File: src/rtl/rxf_pkg.sv
package rxf_pkg;
  typedef struct packed {
    logic bcast;
    logic mcast;
    logic ucast;
    logic all;
    logic inverse;
    logic sa_drop;
  } filt_cfg_t;
endpackage

File: src/rtl/rxf_ctrl.sv
module rxf_ctrl (
  input  logic clk,
  input  logic rst_n,
  input  logic rx_en,
  input  logic frame_start,
  input  logic in_frame,
  input  logic last_beat,
  output logic start,
  output logic running
);
  logic running_q;

  // a strobe opens a frame only while the enable is requested
  assign start   = frame_start & rx_en;
  assign running = running_q;

  // stay running until the frame in flight completes
  always_ff @(posedge clk or negedge rst_n) begin
    if (!rst_n) running_q <= 1'b0;
    else        running_q <= rx_en | (in_frame & ~last_beat);
  end

  AST_RUN_FOLLOWS_EN: assert property (@(posedge clk) disable iff (!rst_n)
    rx_en |=> running_q);
  AST_STOP_AT_BOUNDARY: assert property (@(posedge clk) disable iff (!rst_n)
    $fell(running_q) |-> !in_frame);
  AST_IDLE_WHEN_STOPPED: assert property (@(posedge clk) disable iff (!rst_n)
    !running_q |-> !in_frame);
endmodule

File: src/rtl/rxf_collect.sv
module rxf_collect #(
  parameter int ADDR_BYTES = 6,
  parameter int BYTE_W     = 8,
  localparam int TOTAL     = 2 * ADDR_BYTES,
  localparam int CW        = (TOTAL > 1) ? $clog2(TOTAL) : 1
) (
  input  logic                          clk,
  input  logic                          rst_n,
  input  logic                          start,
  input  logic                          s_valid,
  input  logic [BYTE_W-1:0]             s_data,
  output logic                          s_ready,
  output logic                          in_frame,
  output logic                          last_beat,
  output logic [TOTAL-1:0][BYTE_W-1:0]  view
);
  logic                          in_frame_q;
  logic [CW-1:0]                 cnt_q;
  logic [TOTAL-1:0][BYTE_W-1:0]  bytes_q;
  logic                          beat;

  assign s_ready   = in_frame_q & ~start;
  assign beat      = s_valid & s_ready;
  assign last_beat = beat & (cnt_q == CW'(TOTAL - 1));
  assign in_frame  = in_frame_q;

  always_ff @(posedge clk or negedge rst_n) begin
    if (!rst_n) begin
      in_frame_q <= 1'b0;
      cnt_q      <= '0;
    end else if (start) begin
      in_frame_q <= 1'b1;
      cnt_q      <= '0;
    end else if (last_beat) begin
      in_frame_q <= 1'b0;
      cnt_q      <= '0;
    end else if (beat) begin
      cnt_q      <= cnt_q + 1'b1;
    end
  end

  // per-slot storage; the view carries the live byte into its slot so the
  // decision sees all addresses in the cycle of the final byte
  for (genvar i = 0; i < TOTAL; i++) begin : g_slot
    logic hit;
    assign hit = beat & (cnt_q == CW'(i));
    always_ff @(posedge clk or negedge rst_n) begin
      if (!rst_n)   bytes_q[i] <= '0;
      else if (hit) bytes_q[i] <= s_data;
    end
    assign view[i] = hit ? s_data : bytes_q[i];
  end

  AST_CNT_BOUND: assert property (@(posedge clk) disable iff (!rst_n)
    cnt_q <= CW'(TOTAL - 1));
  AST_IDLE_CNT_ZERO: assert property (@(posedge clk) disable iff (!rst_n)
    !in_frame_q |-> cnt_q == '0);
endmodule

File: src/rtl/rxf_decide.sv
module rxf_decide
  import rxf_pkg::*;
#(
  parameter int ADDR_BYTES = 6,
  parameter int BYTE_W     = 8,
  localparam int TOTAL     = 2 * ADDR_BYTES,
  localparam int AW        = ADDR_BYTES * BYTE_W
) (
  input  logic [TOTAL-1:0][BYTE_W-1:0] view,
  input  logic [AW-1:0]                station,
  input  filt_cfg_t                    cfg,
  output logic                         accept,
  output logic                         sa_match
);
  logic [ADDR_BYTES-1:0] d_eq, s_eq, d_ones;
  logic is_group, is_bcast, da_hit, uc_ok, addr_ok;

  for (genvar i = 0; i < ADDR_BYTES; i++) begin : g_cmp
    logic [BYTE_W-1:0] st_byte;
    assign st_byte   = station[(ADDR_BYTES-1-i)*BYTE_W +: BYTE_W];
    assign d_eq[i]   = (view[i] == st_byte);
    assign s_eq[i]   = (view[ADDR_BYTES+i] == st_byte);
    assign d_ones[i] = &view[i];
  end

  assign is_group = view[0][0];
  assign is_bcast = &d_ones;
  assign da_hit   = &d_eq;
  assign sa_match = &s_eq;
  assign uc_ok    = cfg.inverse ? ~da_hit : da_hit;
  assign addr_ok  = cfg.all
                  | (is_bcast  & cfg.bcast)
                  | (is_group  & cfg.mcast)
                  | (~is_group & cfg.ucast & uc_ok);
  assign accept   = addr_ok & ~(cfg.sa_drop & sa_match);
endmodule

File: src/rtl/rx_addr_filter.sv
module rx_addr_filter
  import rxf_pkg::*;
#(
  parameter int ADDR_BYTES = 6,
  parameter int BYTE_W     = 8
) (
  input  logic                         clk,
  input  logic                         rst_n,
  input  logic                         rx_en,
  input  logic                         en_bcast,
  input  logic                         en_mcast,
  input  logic                         en_ucast,
  input  logic                         en_all,
  input  logic                         inv_filter,
  input  logic                         sa_filter,
  input  logic [ADDR_BYTES*BYTE_W-1:0] station_addr,
  input  logic                         frame_start,
  input  logic                         s_valid,
  input  logic [BYTE_W-1:0]            s_data,
  output logic                         s_ready,
  output logic                         verdict_valid,
  output logic                         verdict_accept,
  output logic                         running
);
  localparam int TOTAL = 2 * ADDR_BYTES;

  logic start, in_frame, last_beat, accept, sa_match;
  logic [TOTAL-1:0][BYTE_W-1:0] view;
  filt_cfg_t cfg;
  logic valid_q, accept_q;

  assign cfg = '{bcast: en_bcast, mcast: en_mcast, ucast: en_ucast,
                 all: en_all, inverse: inv_filter, sa_drop: sa_filter};

  rxf_ctrl u_ctrl (
    .clk(clk), .rst_n(rst_n), .rx_en(rx_en), .frame_start(frame_start),
    .in_frame(in_frame), .last_beat(last_beat), .start(start), .running(running)
  );

  rxf_collect #(.ADDR_BYTES(ADDR_BYTES), .BYTE_W(BYTE_W)) u_collect (
    .clk(clk), .rst_n(rst_n), .start(start), .s_valid(s_valid), .s_data(s_data),
    .s_ready(s_ready), .in_frame(in_frame), .last_beat(last_beat), .view(view)
  );

  rxf_decide #(.ADDR_BYTES(ADDR_BYTES), .BYTE_W(BYTE_W)) u_decide (
    .view(view), .station(station_addr), .cfg(cfg),
    .accept(accept), .sa_match(sa_match)
  );

  always_ff @(posedge clk or negedge rst_n) begin
    if (!rst_n) begin
      valid_q  <= 1'b0;
      accept_q <= 1'b0;
    end else begin
      valid_q  <= last_beat;
      accept_q <= last_beat & accept;
    end
  end

  assign verdict_valid  = valid_q;
  assign verdict_accept = accept_q;

  AST_VERDICT_ONE_CYCLE: assert property (@(posedge clk) disable iff (!rst_n)
    verdict_valid |=> !verdict_valid);
  AST_SA_OVERRIDE: assert property (@(posedge clk) disable iff (!rst_n)
    (last_beat && sa_filter && sa_match) |=> (verdict_valid && !verdict_accept));
  AST_ALL_PASSES: assert property (@(posedge clk) disable iff (!rst_n)
    (last_beat && en_all && !(sa_filter && sa_match)) |=> verdict_accept);
  AST_READY_NEEDS_RUN: assert property (@(posedge clk) disable iff (!rst_n)
    s_ready |-> running);
endmodule

File: config.mk
export PLATFORM = sky130hd
export DESIGN_NAME = rx_addr_filter
export DESIGN_NICKNAME = d
export VERILOG_FILES = /design/src/rtl/rxf_pkg.sv /design/src/rtl/rxf_ctrl.sv /design/src/rtl/rxf_collect.sv /design/src/rtl/rxf_decide.sv /design/src/rtl/rx_addr_filter.sv
export SDC_FILE = /design/constraint.sdc
export NUM_CORES = 1
export LEC_CHECK = 0
export BUFFER_PORTS_ARGS = -buffer_cell sky130_fd_sc_hd__buf_2
export CAP_MARGIN = 25
export CORE_MARGIN = 5
export CORE_UTILIZATION = 58
export DETAILED_ROUTE_END_ITERATION = 8
export GPL_ROUTABILITY_DRIVEN = 0
export PLACE_DENSITY = 0.78
export SYNTH_ARGS = -nofsm -noshare
export SYNTH_HDL_FRONTEND = slang
export SYNTH_HIERARCHICAL = 1
export SYNTH_SLANG_ARGS = --single-unit
File: constraint.sdc
create_clock -name clk -period 3.9 [get_ports clk]
set_clock_uncertainty 0.15 [all_clocks]
set_input_delay 0.78 -clock clk [delete_from_list [all_inputs] [get_ports clk]]
set_output_delay 0.78 -clock clk [all_outputs]
set_load 0.1 [all_outputs]
==> impl_summary.txt <==
----------------------------------------------------
[GRT]
  Pin count of the biggest net entering global routing ... 68
  Number of antenna violations at the first check in global routing ... 0
  Global route total overflow ... 0
  Tot GR Track Use ... 25.8%
  Vias in the first global route ... 3,855
  First-pass GRT wire length ... 21,700 um

[Worst hold path]
  Min-Delay Path Class ... input pin to async pin

[Worst setup path]
  R2R setup slack ... approximately 0.23 ns
  Data required time of the worst path ... around 4 ns
  Critical Path AT ... approximately 3.8 ns
  Element type at the critical path start ... input pin
  Longest individual stage delay on the worst path ... 0.64 ns
  Maximum fanout along the worst path ... 8
  Type of the worst setup path ... input pin to flip-flop
  Critical path cell sequence ... buf_2 > and2_1 > nand4b_1 > or3_1 > mux2_2 > xor2_1 > nor4_1 > nand4_1 > nor3_2 > nand4_1 > nor3b_2 > and2_1
  Worst path slowest cell ... sky130_fd_sc_hd__nor4_1
  Critical Path End Type ... flip-flop

[Placement]
  Half-perimeter wire length of the detailed placement result ... approximately 11,000 um
  Port bufs ... 70
  Worst setup slack before clock tree synthesis ... -0.0705 ns
  Placed insts ... just under 600

[Clock network]
  CTS Root Cell ... sky130_fd_sc_hd__clkbuf_8
  Clock buffer count from CTS ... 9
  Number of clock sinks ... 104
  H-tree levels ... 3
  Number of resized instances in the post-cts repair step ... 0
  Insertion delay to the later sink of the worst-skew pair ... 0.38 ns
  Hold-fix buffers at CTS ... 0
  Post-CTS setup buffer count ... 0
  Clock tree buffer depth ... 2
  TritonCTS clock tree ... done
  Clock transition at the registers of the reported paths ... 0.11 ns

[STA]
  Final Worst Setup Slack ... 0.190 ns
  Achievable frequency ... about 0.27 GHz
  Minimum clock period after layout ... 3.71 ns
  Setup repair after global routing missed its margin ... no
  Relative slew slack ... 41.4%
  Final worst path period share ... 95.1%
  Hold_ws ... roughly 0.36 ns
  Fin. Hold Viols ... 0
  Transition at the pin with the smallest max-transition slack ... 0.879 ns
  Number of slew-limit violations in the final report ... 0
  Final setup vio count ... 0

[Route]
  Vias/cell ... ~6.0
  Final routed wire length divided by cell count ... 23.2 um
  Length of the first detailed-routing pass in iterations ... 5
  Remaining DRCs ... 0
  Final Routed Wirelength ... 14,100 um
  Number of vias after detailed routing ... between 3,000 and 4,000
  Number of DRC markers after the initial detailed-route iteration ... 208
  Final antenna-violating net count ... 0

[Layout]
  Post-Route Utilization ... 66.5%
  Area added between synthesis and finish ... 13.1%
  Net count of the finished layout ... ~570
  Antenna fix cells ... 0
  Layout cells sized above 1 ... 41.9%
  Final standard cell count with taps included and fillers excluded ... 610

[Yosys]
  Post-synth net total ... 488
  Sequential fraction of the synthesis area ... 48.6%
  Number of enable-type register cells in the synthesized netlist ... 0
  Post-Syn Area ... ~5400 um^2
  Top FF cell, synth ... sky130_fd_sc_hd__dfrtp_1
  Proportion of netlist area held by the largest area contributor ... 48.6%
  Post-Syn Instances ... 417
  Yosys cell types ... 37
  Share of synthesized flip-flops with an asynchronous set or reset ... between 90% and 100%
  Top cells by instance count after synthesis ... 104 x sky130_fd_sc_hd__dfrtp_1, 96 x sky130_fd_sc_hd__xor2_1, 87 x sky130_fd_sc_hd__mux2_2, 26 x sky130_fd_sc_hd__nor4_1, 19 x sky130_fd_sc_hd__nand4_1
  Leading cell type by number of instances after synthesis ... sky130_fd_sc_hd__dfrtp_1
  Total of warnings raised by yosys ... 6
  Library cell with the largest summed area after synthesis ... sky130_fd_sc_hd__dfrtp_1
  Dominant cells by area after synthesis ... sky130_fd_sc_hd__dfrtp_1 49%, sky130_fd_sc_hd__mux2_2 18%, sky130_fd_sc_hd__xor2_1 16%
  Synthesized flop and latch total ... 104
  Mean Syn Cell Area ... between 10 and 15 um^2

[Pwr]
  Cell internal power dissipation ... 2.27 mW
  Largest voltage drop on the vdd net ... 0.305 mV
  Sw power ... 1.28 mW
  Power per unit of standard cell area ... around 600 nW/um^2
  Cell leakage power ... 2.91 nW
  Clock network fraction of design power ... 18.6%
  Fraction of power spent switching nets ... between 30% and 40%
  Combinational fraction of design power ... 37.8%
  Part of the total power dissipated in sequential elements ... 43.6%

[Floorplanning]
  I/O Pins ... between 70 and 80
  Total die area ... 11,300 um^2
  Initial standard-cell utilization of the core ... around three fifths
  Die extent in y ... roughly 110 um
  Horiz. Die Dim ... 106 um
  Core Area ... a little over 9000 um^2
  Number of cell rows ... 35

[Job]
  Max-Cap Viols ... 0

[Status]
  Run status ... finished clean

----------------------------------------------------
[final cells by class]
| class | instances | area (um^2) |
|---|---|---|
| clock buffer | 9 | 124 |
| clock inverter | 7 | 62.6 |
| fill | 696 | 3050 |
| inverter | 4 | 15.0 |
| multi-input combinational | 291 | 2630 |
| sequential | 104 | 2600 |
| tap | 111 | 139 |
| timing repair buffer | 84 | 483 |
[cells in the final DEF, fill, tap and decap left out, drive strengths merged, types with 3 or more instances in the layout]
cell,count
nand2b,3
nand2,6
clkinv,3
or3,5
nor2,7
dfrtp,104
nor3,7
ha,4
buf,84
nand3,4
inv,8
nor4,27
clkbuf,9
mux2,96
nand4,19
xor2,96
[stage by stage]
step                      total power [mW]  cell area [um^2]  setup TNS, ns
after global placement                2.82              5870              0
after detailed placement              2.87              5870        -0.0705
after global routing                  3.71              6060              0
after CTS                             3.53              6060              0
after floorplan                       2.47              5360              0
final                                 3.54              6060              0
[cell families (layout without fill, tap and decap cells)]
logic type	count (synthesis)	after routing	synth area share, %
buffers and inverters	22	104	2.29
multiplexers	97	97	20.9
XOR/XNOR	97	97	15.9
AND/OR/NAND/NOR	86	86	10.5
adder cells (fa/ha/maj)	4	4	0.934
AO/OA/AOI/OAI	7	7	0.888
flip-flops	104	104	48.6
[registers in the layout, indices dropped and copies added (netlist names)]
register            cells
u_ctrl/running          1
u_collect/in_frame      1
u_collect/cnt_q         4
verdict_accept          1
verdict_valid           1
u_collect/bytes_q      96
[routing by layer]
metal	routed length (um)	GRT usage, %	vias up
met1	6170	35.3	1876
li1	-	-	1629
met4	318	9.16	0
met3	925	5.28	29
met5	0	0	-
met2	6720	41.0	151
[path summary, 6_finish.rpt]
check / start / to / depth (start not counted)
max: frame_start / verdict_accept / 12
max in group asynchronous: rst_n / u_collect/bytes_q[63] / 2
max reg2reg: u_collect/cnt_q[0] / verdict_accept / 12
min in group clk: u_collect/bytes_q[79] / u_collect/bytes_q[79] / 1
min: rst_n / u_collect/bytes_q[80] / 1
min reg2reg: u_collect/bytes_q[79] / u_collect/bytes_q[79] / 1
[worst max-delay path: cells and delay by family]
family	cells	cell delay, ns
mux	1	0.37
xor+xnor	1	0.15
simple gates	9	2.44
buf+inv	1	0.09
[power by group through the flow]
| stage | clock network [mW] | logic, mW | registers (mW) |
|---|---|---|---|
| global route | 0.707 | 1.43 | 1.57 |
| floorplan | 0 | 0.953 | 1.52 |
| global placement | 0 | 1.28 | 1.54 |
| detailed placement | 0 | 1.31 | 1.56 |
| finish | 0.660 | 1.34 | 1.54 |
| CTS | 0.667 | 1.32 | 1.54 |
(Power assumes the default switching activity.)
